`src/rtl/acqtrg_pkg.sv`:
```
// Shared encodings for the acquisition trigger unit.
// Assumes: nothing beyond IEEE 1800-2017.
package acqtrg_pkg;

    // Which hardware event drives the hardware path.
    typedef enum logic {
        HW_SRC_LEVEL = 1'b0,
        HW_SRC_EXT   = 1'b1
    } hw_src_e;

    // Direction of the edge or slope that qualifies.
    typedef enum logic {
        SENSE_RISE = 1'b0,
        SENSE_FALL = 1'b1
    } sense_e;

endpackage

```
`src/rtl/acqtrg_edge_sync.sv`:
```
// Synchroniser and edge detector for an asynchronous trigger input.
// What it does: the input passes through SYNC_STAGES flops, one more flop
// keeps the previous synchronised value, and evt flags the edge picked by
// 'falling' for the cycle in which the edge is seen.
// Assumes: async_in stays stable for at least one clock period per level.
module acqtrg_edge_sync
    import acqtrg_pkg::*;
#(
    parameter int SYNC_STAGES = 2
) (
    input  logic clk,
    input  logic rst_n,
    input  logic async_in,
    input  logic falling,
    output logic evt
);

    localparam int PIPE_W = SYNC_STAGES + 1;

    logic [PIPE_W-1:0] pipe_q;
    logic              cur_lvl;
    logic              old_lvl;

    // Shift the input through the synchroniser and history flops.
    always_ff @(posedge clk) begin
        if (!rst_n) begin
            pipe_q <= '0;
        end else begin
            pipe_q <= {pipe_q[PIPE_W-2:0], async_in};
        end
    end

    assign cur_lvl = pipe_q[SYNC_STAGES-1];
    assign old_lvl = pipe_q[SYNC_STAGES];

    // Flag the edge that matches the programmed sense.
    always_comb begin
        if (sense_e'(falling) == SENSE_FALL) begin
            evt = old_lvl & ~cur_lvl;
        end else begin
            evt = cur_lvl & ~old_lvl;
        end
    end

    // Two edges of the same sense need the level to change twice.
    AST_NO_REPEAT_EDGE: assert property (@(posedge clk) disable iff (!rst_n)
        evt |=> !evt);

endmodule

```
`src/rtl/acqtrg_level_cross.sv`:
```
// Threshold crossing detector on one of several sample channels.
// What it does: remembers the last valid sample of every channel and
// flags, on a valid sample, the crossing of the threshold in the
// programmed direction on the selected channel. Compares are unsigned.
// Assumes: NUM_CH is a power of two, so every select value is a channel;
// all channels share one valid strobe.
module acqtrg_level_cross
    import acqtrg_pkg::*;
#(
    parameter int NUM_CH = 4,
    parameter int SMP_W  = 16,
    localparam int SEL_W = (NUM_CH > 1) ? $clog2(NUM_CH) : 1
) (
    input  logic                         clk,
    input  logic                         rst_n,
    input  logic                         smp_valid,
    input  logic [NUM_CH-1:0][SMP_W-1:0] smp_data,
    input  logic [SEL_W-1:0]             ch_sel,
    input  logic [SMP_W-1:0]             threshold,
    input  logic                         falling,
    output logic                         evt
);

    logic [SMP_W-1:0] prev_q [NUM_CH];
    logic             have_prev_q;
    logic [SMP_W-1:0] cur_smp;
    logic [SMP_W-1:0] old_smp;
    logic             cur_below;
    logic             old_below;
    logic             up_cross;
    logic             dn_cross;

    // One history register per channel so a select change sees fresh data.
    for (genvar g = 0; g < NUM_CH; g++) begin : g_hist
        // Capture the channel's sample on every valid strobe.
        always_ff @(posedge clk) begin
            if (!rst_n) begin
                prev_q[g] <= '0;
            end else if (smp_valid) begin
                prev_q[g] <= smp_data[g];
            end
        end
    end

    // Remember that at least one valid sample has been seen since reset.
    always_ff @(posedge clk) begin
        if (!rst_n) begin
            have_prev_q <= 1'b0;
        end else if (smp_valid) begin
            have_prev_q <= 1'b1;
        end
    end

    // Compare old and new sample of the selected channel with the threshold.
    always_comb begin
        cur_smp   = smp_data[ch_sel];
        old_smp   = prev_q[ch_sel];
        cur_below = cur_smp < threshold;
        old_below = old_smp < threshold;
        up_cross  = old_below & ~cur_below;
        dn_cross  = ~old_below & cur_below;
        if (sense_e'(falling) == SENSE_FALL) begin
            evt = smp_valid & have_prev_q & dn_cross;
        end else begin
            evt = smp_valid & have_prev_q & up_cross;
        end
    end

    // A sample strobe always leaves a usable predecessor behind.
    AST_HIST_ARMED: assert property (@(posedge clk) disable iff (!rst_n)
        smp_valid |=> have_prev_q);

endmodule

```
`src/rtl/acqtrg_release.sv`:
```
// Delayed-release counter for accepted trigger events.
// What it does: an event seen while idle either fires at once (zero delay)
// or loads the counter; each valid strobe then counts down and the pulse
// leaves when the last strobe is counted. Events while busy are dropped.
// Assumes: 'delay' is sampled only when an event is accepted.
module acqtrg_release #(
    parameter int DLY_W = 32
) (
    input  logic             clk,
    input  logic             rst_n,
    input  logic             evt,
    input  logic             smp_valid,
    input  logic [DLY_W-1:0] delay,
    output logic             pulse,
    output logic             pending
);

    localparam logic [DLY_W-1:0] ONE = DLY_W'(1);

    logic [DLY_W-1:0] cnt_q;
    logic             pend_q;
    logic             pulse_q;
    logic             accept;
    logic             last_tick;

    // Decode acceptance of a new event and the final counted strobe.
    always_comb begin
        accept    = evt & ~pend_q;
        last_tick = pend_q & smp_valid & (cnt_q == ONE);
    end

    // Load, count down and release.
    always_ff @(posedge clk) begin
        if (!rst_n) begin
            cnt_q   <= '0;
            pend_q  <= 1'b0;
            pulse_q <= 1'b0;
        end else begin
            pulse_q <= (accept & (delay == '0)) | last_tick;
            if (accept && (delay != '0)) begin
                cnt_q  <= delay;
                pend_q <= 1'b1;
            end else if (pend_q && smp_valid) begin
                cnt_q <= cnt_q - ONE;
                if (cnt_q == ONE) begin
                    pend_q <= 1'b0;
                end
            end
        end
    end

    assign pulse   = pulse_q;
    assign pending = pend_q;

    AST_CNT_LIVE: assert property (@(posedge clk) disable iff (!rst_n)
        pend_q |-> (cnt_q != '0));
    AST_HOLD_NO_STROBE: assert property (@(posedge clk) disable iff (!rst_n)
        (pend_q && !smp_valid) |=> (pend_q && $stable(cnt_q)));
    AST_LOAD_DELAY: assert property (@(posedge clk) disable iff (!rst_n)
        (evt && !pend_q && (delay != '0)) |=> (pend_q && cnt_q == $past(delay)));
    AST_BUSY_SILENT: assert property (@(posedge clk) disable iff (!rst_n)
        (pend_q && !(smp_valid && cnt_q == ONE)) |=> !pulse_q);

endmodule

```
`src/rtl/acq_trigger_unit.sv`:
```
// Acquisition trigger unit: merges a level-crossing detector, an external
// edge detector and a software strobe into one delayed trigger pulse.
// What it does: the hardware path takes either detector per cfg_hw_src,
// gated by cfg_hw_en; the software path is sw_fire gated by cfg_sw_en;
// either event feeds the release counter that drives trig_pulse.
// Assumes: configuration is quasi-static while a release is pending.
module acq_trigger_unit
    import acqtrg_pkg::*;
#(
    parameter int NUM_CH      = 4,
    parameter int SMP_W       = 16,
    parameter int DLY_W       = 32,
    parameter int SYNC_STAGES = 2,
    localparam int SEL_W      = (NUM_CH > 1) ? $clog2(NUM_CH) : 1
) (
    input  logic                         clk,
    input  logic                         rst_n,
    input  logic                         smp_valid,
    input  logic [NUM_CH-1:0][SMP_W-1:0] smp_data,
    input  logic                         ext_trig_in,
    input  logic                         sw_fire,
    input  logic                         cfg_hw_src,
    input  logic                         cfg_falling,
    input  logic                         cfg_hw_en,
    input  logic                         cfg_sw_en,
    input  logic [SEL_W-1:0]             cfg_chan_sel,
    input  logic [SMP_W-1:0]             cfg_threshold,
    input  logic [DLY_W-1:0]             cfg_delay,
    output logic                         trig_pulse
);

    logic lvl_evt;
    logic ext_evt;
    logic hw_evt;
    logic sw_evt;
    logic any_evt;
    logic dly_pending;

    acqtrg_level_cross #(
        .NUM_CH (NUM_CH),
        .SMP_W  (SMP_W)
    ) u_level (
        .clk       (clk),
        .rst_n     (rst_n),
        .smp_valid (smp_valid),
        .smp_data  (smp_data),
        .ch_sel    (cfg_chan_sel),
        .threshold (cfg_threshold),
        .falling   (cfg_falling),
        .evt       (lvl_evt)
    );

    acqtrg_edge_sync #(
        .SYNC_STAGES (SYNC_STAGES)
    ) u_ext (
        .clk      (clk),
        .rst_n    (rst_n),
        .async_in (ext_trig_in),
        .falling  (cfg_falling),
        .evt      (ext_evt)
    );

    // Select and gate the hardware and software events.
    always_comb begin
        if (hw_src_e'(cfg_hw_src) == HW_SRC_EXT) begin
            hw_evt = cfg_hw_en & ext_evt;
        end else begin
            hw_evt = cfg_hw_en & lvl_evt;
        end
        sw_evt  = cfg_sw_en & sw_fire;
        any_evt = hw_evt | sw_evt;
    end

    acqtrg_release #(
        .DLY_W (DLY_W)
    ) u_release (
        .clk       (clk),
        .rst_n     (rst_n),
        .evt       (any_evt),
        .smp_valid (smp_valid),
        .delay     (cfg_delay),
        .pulse     (trig_pulse),
        .pending   (dly_pending)
    );

    AST_DISABLED_QUIET: assert property (@(posedge clk) disable iff (!rst_n)
        (!cfg_hw_en && !cfg_sw_en && !dly_pending) |=> !trig_pulse);
    AST_SW_IMMEDIATE: assert property (@(posedge clk) disable iff (!rst_n)
        (cfg_sw_en && sw_fire && !dly_pending && cfg_delay == '0) |=> trig_pulse);

endmodule

```
`config.mk`:
```
export PLATFORM = sky130hd
export DESIGN_NAME = acq_trigger_unit
export DESIGN_NICKNAME = d
export VERILOG_FILES = /design/src/rtl/acqtrg_pkg.sv /design/src/rtl/acqtrg_edge_sync.sv /design/src/rtl/acqtrg_level_cross.sv /design/src/rtl/acqtrg_release.sv /design/src/rtl/acq_trigger_unit.sv
export SDC_FILE = /design/constraint.sdc
export NUM_CORES = 1
export LEC_CHECK = 0
export ABC_AREA = 1
export BUFFER_PORTS_ARGS = -buffer_cell sky130_fd_sc_hd__clkbuf_2
export CORE_UTILIZATION = 53
export CTS_BUF_LIST = sky130_fd_sc_hd__clkbuf_2
export DETAILED_ROUTE_END_ITERATION = 12
export MAX_ROUTING_LAYER = met4
export PLACE_DENSITY = 0.79
export SETUP_SLACK_MARGIN = 0.4
export SYNTH_ARGS = -nofsm -noshare
export SYNTH_HDL_FRONTEND = slang
export SYNTH_SLANG_ARGS = --single-unit
```
`constraint.sdc`:
```
create_clock -name clk -period 2.9 [get_ports clk]
set_input_delay 0.435 -clock clk [delete_from_list [all_inputs] [get_ports clk]]
set_output_delay 0.435 -clock clk [all_outputs]
set_load 0.05 [all_outputs]
```
* Word-level counts from Yosys, hierarchy flattened
Memories as Yosys holds them, arrays and structs flattened. Index checks and enable logic that the tools add are counted.
Storage, ports and cells: flip-flop bits (word level) 38, memory bits (writable) 64, bits of input ports 123, memories kept 1
Memories:
- u_level.prev_q | words 4, bits a word 16, read ports 1, clocked after Yosys merged registers in 0, wr ports 4, RTL line acqtrg_level_cross.sv:24 | logic [SMP_W-1:0] prev_q [NUM_CH];
Cells by class: $add $sub $neg 1, order comparisons 3, eq/ne operators 1, multiplexer cells 18, bitwise logic cells 25, reductions and logical operators 7
Operator list (number):
- $mux W16 | 5
- $mux W32 | 2
- $bmux W16 S2 | 1
- $eq A32 B1 Y1 const B | 1
- $logic_not A32 Y1 | 1
- $lt A16 B16 Y1 | 2
- $reduce_bool A32 Y1 | 1
- $sub A32 B1 Y32 const B | 1
- $and A1 B1 Y1 | 14
- $mux W1 | 10
- $or A1 B1 Y1 | 6
- $not A1 Y1 | 5
- $reduce_bool A2 Y1 | 2
- $lt A2 B3 Y1 const B | 1
- $logic_and A1 B1 Y1 | 2
- $reduce_and A2 Y1 | 1

* Longest topological paths before layout
depth in word-level cells 14, depth in mapped cells 26, depth with buffers taken out 24

* By module
From an unflattened synthesis, not the netlist that was laid out.
Second synthesis, totals: cell total of the unflattened synthesis 1020, area total of the unflattened synthesis 6919.1 µm²
By module, submodules not included:
- acqtrg_level_cross | instances 1, cells an instance 506, area an instance 4101.4 µm², sequential area each 1941.9 µm²
- acqtrg_release | instances 1, cells an instance 491, area an instance 2678.8 µm², sequential area each 680.7 µm²
- acqtrg_edge_sync | instances 1, cells an instance 15, area an instance 107.6 µm², sequential area each 60.1 µm²
- acq_trigger_unit | instances 1, cells an instance 8, area an instance 31.3 µm², sequential area each 0.0 µm²

* Least setup slack after synthesis
OpenSTA, ideal clock, no wires.
kind input-to-reg, start input port cfg_chan_sel[0], end register u_release.cnt_q[0], arrival 2800 ps, required time 2779 ps, setup slack -21 ps, stages on the path 21, buffers on the path 3, cells stage by stage inv_2 > clkbuf_1 > clkbuf_1 > a21oi_1 > a21oi_1 > ha_1 > a21oi_1 > nor2_1 > a211oi_1 > nand2_1 > a21oi_1 > nand2_1 > nand2_1 > nand3_1 > nand2_1 > nand2_1 > nand2_2 > nand3_4 > buf_6 > o21ai_0 > a21oi_1
Between the ends: word-level cells in the longest chain between the ends 13
RTL lines:
- start, declared | RTL line acq_trigger_unit.sv:26 | input logic [SEL_W-1:0] cfg_chan_sel,
- $bmux W16 S2 | RTL line acqtrg_level_cross.sv:56 | cur_smp = smp_data[ch_sel];
- $mux W16 (implied by the code) | RTL line acqtrg_level_cross.sv:56
- $lt A16 B16 Y1 | RTL line acqtrg_level_cross.sv:58 | cur_below = cur_smp < threshold;
- $not A1 Y1 | RTL line acqtrg_level_cross.sv:60 | up_cross = old_below & ~cur_below;
- $and A1 B1 Y1 | RTL line acqtrg_level_cross.sv:60
- $and A1 B1 Y1 | RTL line acqtrg_level_cross.sv:65 | evt = smp_valid & have_prev_q & up_cross;
- $mux W1 * | RTL line acqtrg_level_cross.sv:62 | if (sense_e'(falling) == SENSE_FALL) begin
- $and A1 B1 Y1 * | RTL line acq_trigger_unit.sv:68 | hw_evt = cfg_hw_en & lvl_evt;
- $mux W1 * | RTL line acq_trigger_unit.sv:65 | if (hw_src_e'(cfg_hw_src) == HW_SRC_EXT) begin
- $or A1 B1 Y1 * | RTL line acq_trigger_unit.sv:71 | any_evt = hw_evt | sw_evt;
- $and A1 B1 Y1 * | RTL line acqtrg_release.sv:28 | accept = evt & ~pend_q;
- $logic_and A1 B1 Y1 * | RTL line acqtrg_release.sv:40 | if (accept && (delay != '0)) begin
- $mux W32 / $reduce_bool A2 Y1 (equally long branches)
- end signal, assigned | RTL line acqtrg_release.sv:41 | cnt_q <= delay;
- end signal, assigned | RTL line acqtrg_release.sv:44 | cnt_q <= cnt_q - ONE;
- end, declared | RTL line acqtrg_release.sv:20 | logic [DLY_W-1:0] cnt_q;
Mark *: on every way between the ends. The rest lies on a longest branch, timed or not. The select of a mux whose other input is x is not followed. A chain may end at the register's enable or synchronous reset.

* Worst setup path in the final report
start memory u_level.prev_q[1][5], end register u_release.cnt_q[10]
Between the ends: word-level cells in the longest chain between the ends 12
RTL lines:
- start, declared | RTL line acqtrg_level_cross.sv:24
- $mem_v2 Z4 W16 *
- $lt A16 B16 Y1 * | RTL line acqtrg_level_cross.sv:59 | old_below = old_smp < threshold;
- $not A1 Y1 | RTL line acqtrg_level_cross.sv:61 | dn_cross = ~old_below & cur_below;
- $and A1 B1 Y1 | RTL line acqtrg_level_cross.sv:61
- $and A1 B1 Y1 | RTL line acqtrg_level_cross.sv:63 | evt = smp_valid & have_prev_q & dn_cross;
- $mux W1 * | RTL line acqtrg_level_cross.sv:62
- $and A1 B1 Y1 * | RTL line acq_trigger_unit.sv:68
- $mux W1 * | RTL line acq_trigger_unit.sv:65
- $or A1 B1 Y1 * | RTL line acq_trigger_unit.sv:71
- $and A1 B1 Y1 * | RTL line acqtrg_release.sv:28
- $logic_and A1 B1 Y1 * | RTL line acqtrg_release.sv:40
- $mux W32 / $reduce_bool A2 Y1 (equally long branches)
Mark *: on every way between the ends. The rest lies on a longest branch, timed or not.

==> flow_summary.ini <==
[run_status]
outcome = complete, no violations

[detailed_routing]
dr.pass1.iters = 5
drt-initial-drc-count = 670
finalWirelength_mm = 17.8
wl_per_cell_um = 14.0
vias_per_cell = 5.36
postRouteAntennaNets = 0
remaining_drc_errors = 0
via_count = 6794

[setup_path]
path_max_fanout = 11
crit_family = simple AND/OR/NAND/NOR gates
regToRegSetupSlack_ns = 0.13
path_buf_inv = 1
worst-path-stages = 19
ff2ff_path_depth = 19
worstSetupPathType = reg -> reg
path_cells = o21ai_1 > o22ai_1 > ha_1 > a21oi_2 > nor2_1 > a211oi_2 > nand2_1 > nand2_2 > nand2_1 > nand2_1 > nand2_1 > nand3_1 > nand2_1 > nand2_2 > nand2_4 > nand3_2 > clkbuf_16 > nand3_1 > a21oi_1
reg2reg_to = u_release.cnt_q[10]
critPathLaunchType = register
endpoint = u_release.cnt_q[10]
crit_top_cell = nand2_1
cp-end-kind = register
timing.rr.start = u_level.prev_q[1][5]
critPathMaxStageDelay_ns = 0.44
required_ns = 3.49
crit_arrival_ns = 3.36
crit_start = u_level.prev_q[1][5]
cp_slowest_cell = edfxtp_1

[layout]
nNetsFinal = 1244
seq_area_um2 = 2680
drive_above_1_share_pct = 21.0
multiInputGateArea_um2 = 3480
area_delta_synth_final_pct = 19.7
stdcell_area_um2 = 8180
most-common-layout-cells = nand2_1 (171), inv_1 (139), nor2_1 (139)
fill_cells = 1147
final_common_cell = nand2_1

[logic_synthesis]
syn_nets = 1112
async_flop_share_pct = 0
ys_seq_area_share_pct = 39.3
synth_area_um2 = 6830
ys_types = 37
avgSynthCellArea_um2 = 7.14
synth-edff-count = 64
synthFlopType = edfxtp_1
postSynthCellCount = 957
yosysWarnings = 0
synth-seq-cells = 102

[place]
gp_congestion = 0.865
post-dp-hpwl_mm = 12.2
numPortBuffers = 123
place_area_um2 = 7830

[die]
die_h_um = 116
fp-row-count = 41
die_area_um2 = 13400
initial_core_util_pct = 54.2
core_area_um2 = 12600
die_w_um = 116
io-pin-count = 124

[sta]
final-setup-viol-count = 0
relSlewSlack_pct = 57.6
finalCritPeriodShare_pct = 95.5
timing.fmax_mhz = 361
worstMarginPinSlew_ns = 0.634
final-hold-violation-count = 0
rsz0062_at_grt = yes
skew_ns = 0.0303
drv_slew = 0
final.min_clock_period_ns = 2.77

[power_and_ir_drop]
peakVddDrop_mv = 0.296
total_leakage_power_uw = 0.00415
power_density_nw_per_um2 = 432
p_total_uw = 3530

[clock_network]
root_buffer = clkbuf_2
clock_latency_ns = 0.67
cts.clk_slew.worst_paths_ns = 0.29
cts.sinks = 102
numCtsBuffers = 9
htreeDepth = 3
cts_max_path_buffers = 2
cts_tree = built

[global_route]
grt_max_degree = 65
grt_pass1_wl_mm = 28.0
track_usage_pct = 27.7
grt.overflow.total = 0
grt_antenna_before_repair = 0
grt_pass1_vias = 6073

[worst_hold_path]
hold_path_class = in -> reg

[job]
drv_cap = 0
power by group:
group,switching (uW),internal [uW]
Sequential,81.0,1670
Combinational,628,441
Clock,515,194
Total,1220,2310
worst min path at each step:
stage                    startpoint                   end  slack [ns]  cells after the start
global route           smp_data[37]  u_level.prev_q[2][5]        0.02                      3
floorplan           u_ext.pipe_q[0]       u_ext.pipe_q[1]        0.39                      2
global placement    u_ext.pipe_q[0]       u_ext.pipe_q[1]        0.39                      2
finish                        rst_n       u_ext.pipe_q[0]        0.05                      3
CTS                           rst_n       u_ext.pipe_q[0]        0.03                      3
detailed placement  u_ext.pipe_q[0]       u_ext.pipe_q[1]        0.40                      2
final cells by class:
class,instances,share of cell area [%]
flip-flops and latches,102,32.8
well taps,172,2.63
diodes,2,0.0612
inverters,143,6.59
repair buffers,171,14.1
clock inverters,7,0.780
clock buffers,9,0.551
multi-input cells,662,42.5
through the flow:
step           instances  setup WS [ns]  hold slack (ns)  setup TNS [ns]  util, %
2_1_floorplan        957          0.184            0.390               0        -
3_3_place_gp        1241         -0.128            0.393           -3.62     62.0
3_5_place_dp        1241         -0.204            0.403           -6.34     62.0
4_1_cts             1258          0.281           0.0253               0     63.0
5_1_grt             1266         0.0205           0.0224               0     64.8
6_report            1268          0.130           0.0482               0     64.8
metal layers:
metal / global-route usage, % / routed length [um]
met1: 36.9 / 7990
met2: 41.5 / 7990
met3: 4.34 / 1190
met4: 12.8 / 608
met5: - / 0
flip-flops by register name, summed over array words and instances (netlist names):
signal and flops:
u_level.prev_q 64, u_release.cnt_q 32, u_ext.pipe_q 3, u_release.pending 1
u_level.have_prev_q 1, u_release.pulse 1
worst reg2reg max path, stage by stage (launching register included):
cell and delay (ns):
edfxtp_1 0.44, o21ai_1 0.14, o22ai_1 0.09, ha_1 0.33
a21oi_2 0.14, nor2_1 0.06, a211oi_2 0.14, nand2_1 0.13
nand2_2 0.10, nand2_1 0.05, nand2_1 0.07, nand2_1 0.06
nand3_1 0.09, nand2_1 0.07, nand2_2 0.09, nand2_4 0.08
nand3_2 0.17, clkbuf_16 0.20, nand3_1 0.08, a21oi_1 0.17
kinds of logic after synthesis:
logic type,share of synthesized area (%)
compound gates,13.3
xor+xnor,2.44
fa+ha+maj,5.86
buf+inv,11.3
flops,39.3
simple gates,27.8
cell usage after synthesis, types with 4 or more instances:
| cell | count | area [um^2] |
|---|---|---|
| nor3_1 | 4 | 20.0 |
| o22ai_1 | 15 | 93.8 |
| buf_4 | 4 | 30.0 |
| nand4_1 | 42 | 263 |
| o21ai_0 | 54 | 270 |
| xor2_1 | 10 | 87.6 |
| a21oi_1 | 97 | 485 |
| nand3_1 | 42 | 210 |
| xnor2_1 | 9 | 78.8 |
| nor2_1 | 139 | 522 |
| nor4_1 | 6 | 37.5 |
| dfxtp_1 | 38 | 761 |
| or2_2 | 5 | 31.3 |
| clkbuf_1 | 35 | 131 |
| nand2_2 | 4 | 25.0 |
| ha_1 | 32 | 400 |
| nand2_1 | 181 | 679 |
| edfxtp_1 | 64 | 1920 |
| nor2_2 | 5 | 31.3 |
| buf_2 | 6 | 30.0 |
| inv_1 | 139 | 522 |
what timing repair did:
item,CTS,global route
endpoints found under the hold margin,1,0
setup buffers,0,2
pin swaps,2,12
endpoints found under the setup margin,33,34
gates resized for setup,8,32
cloned,0,6
hold buffers,1,0
Note: power is estimated with default switching activity, not from simulation.
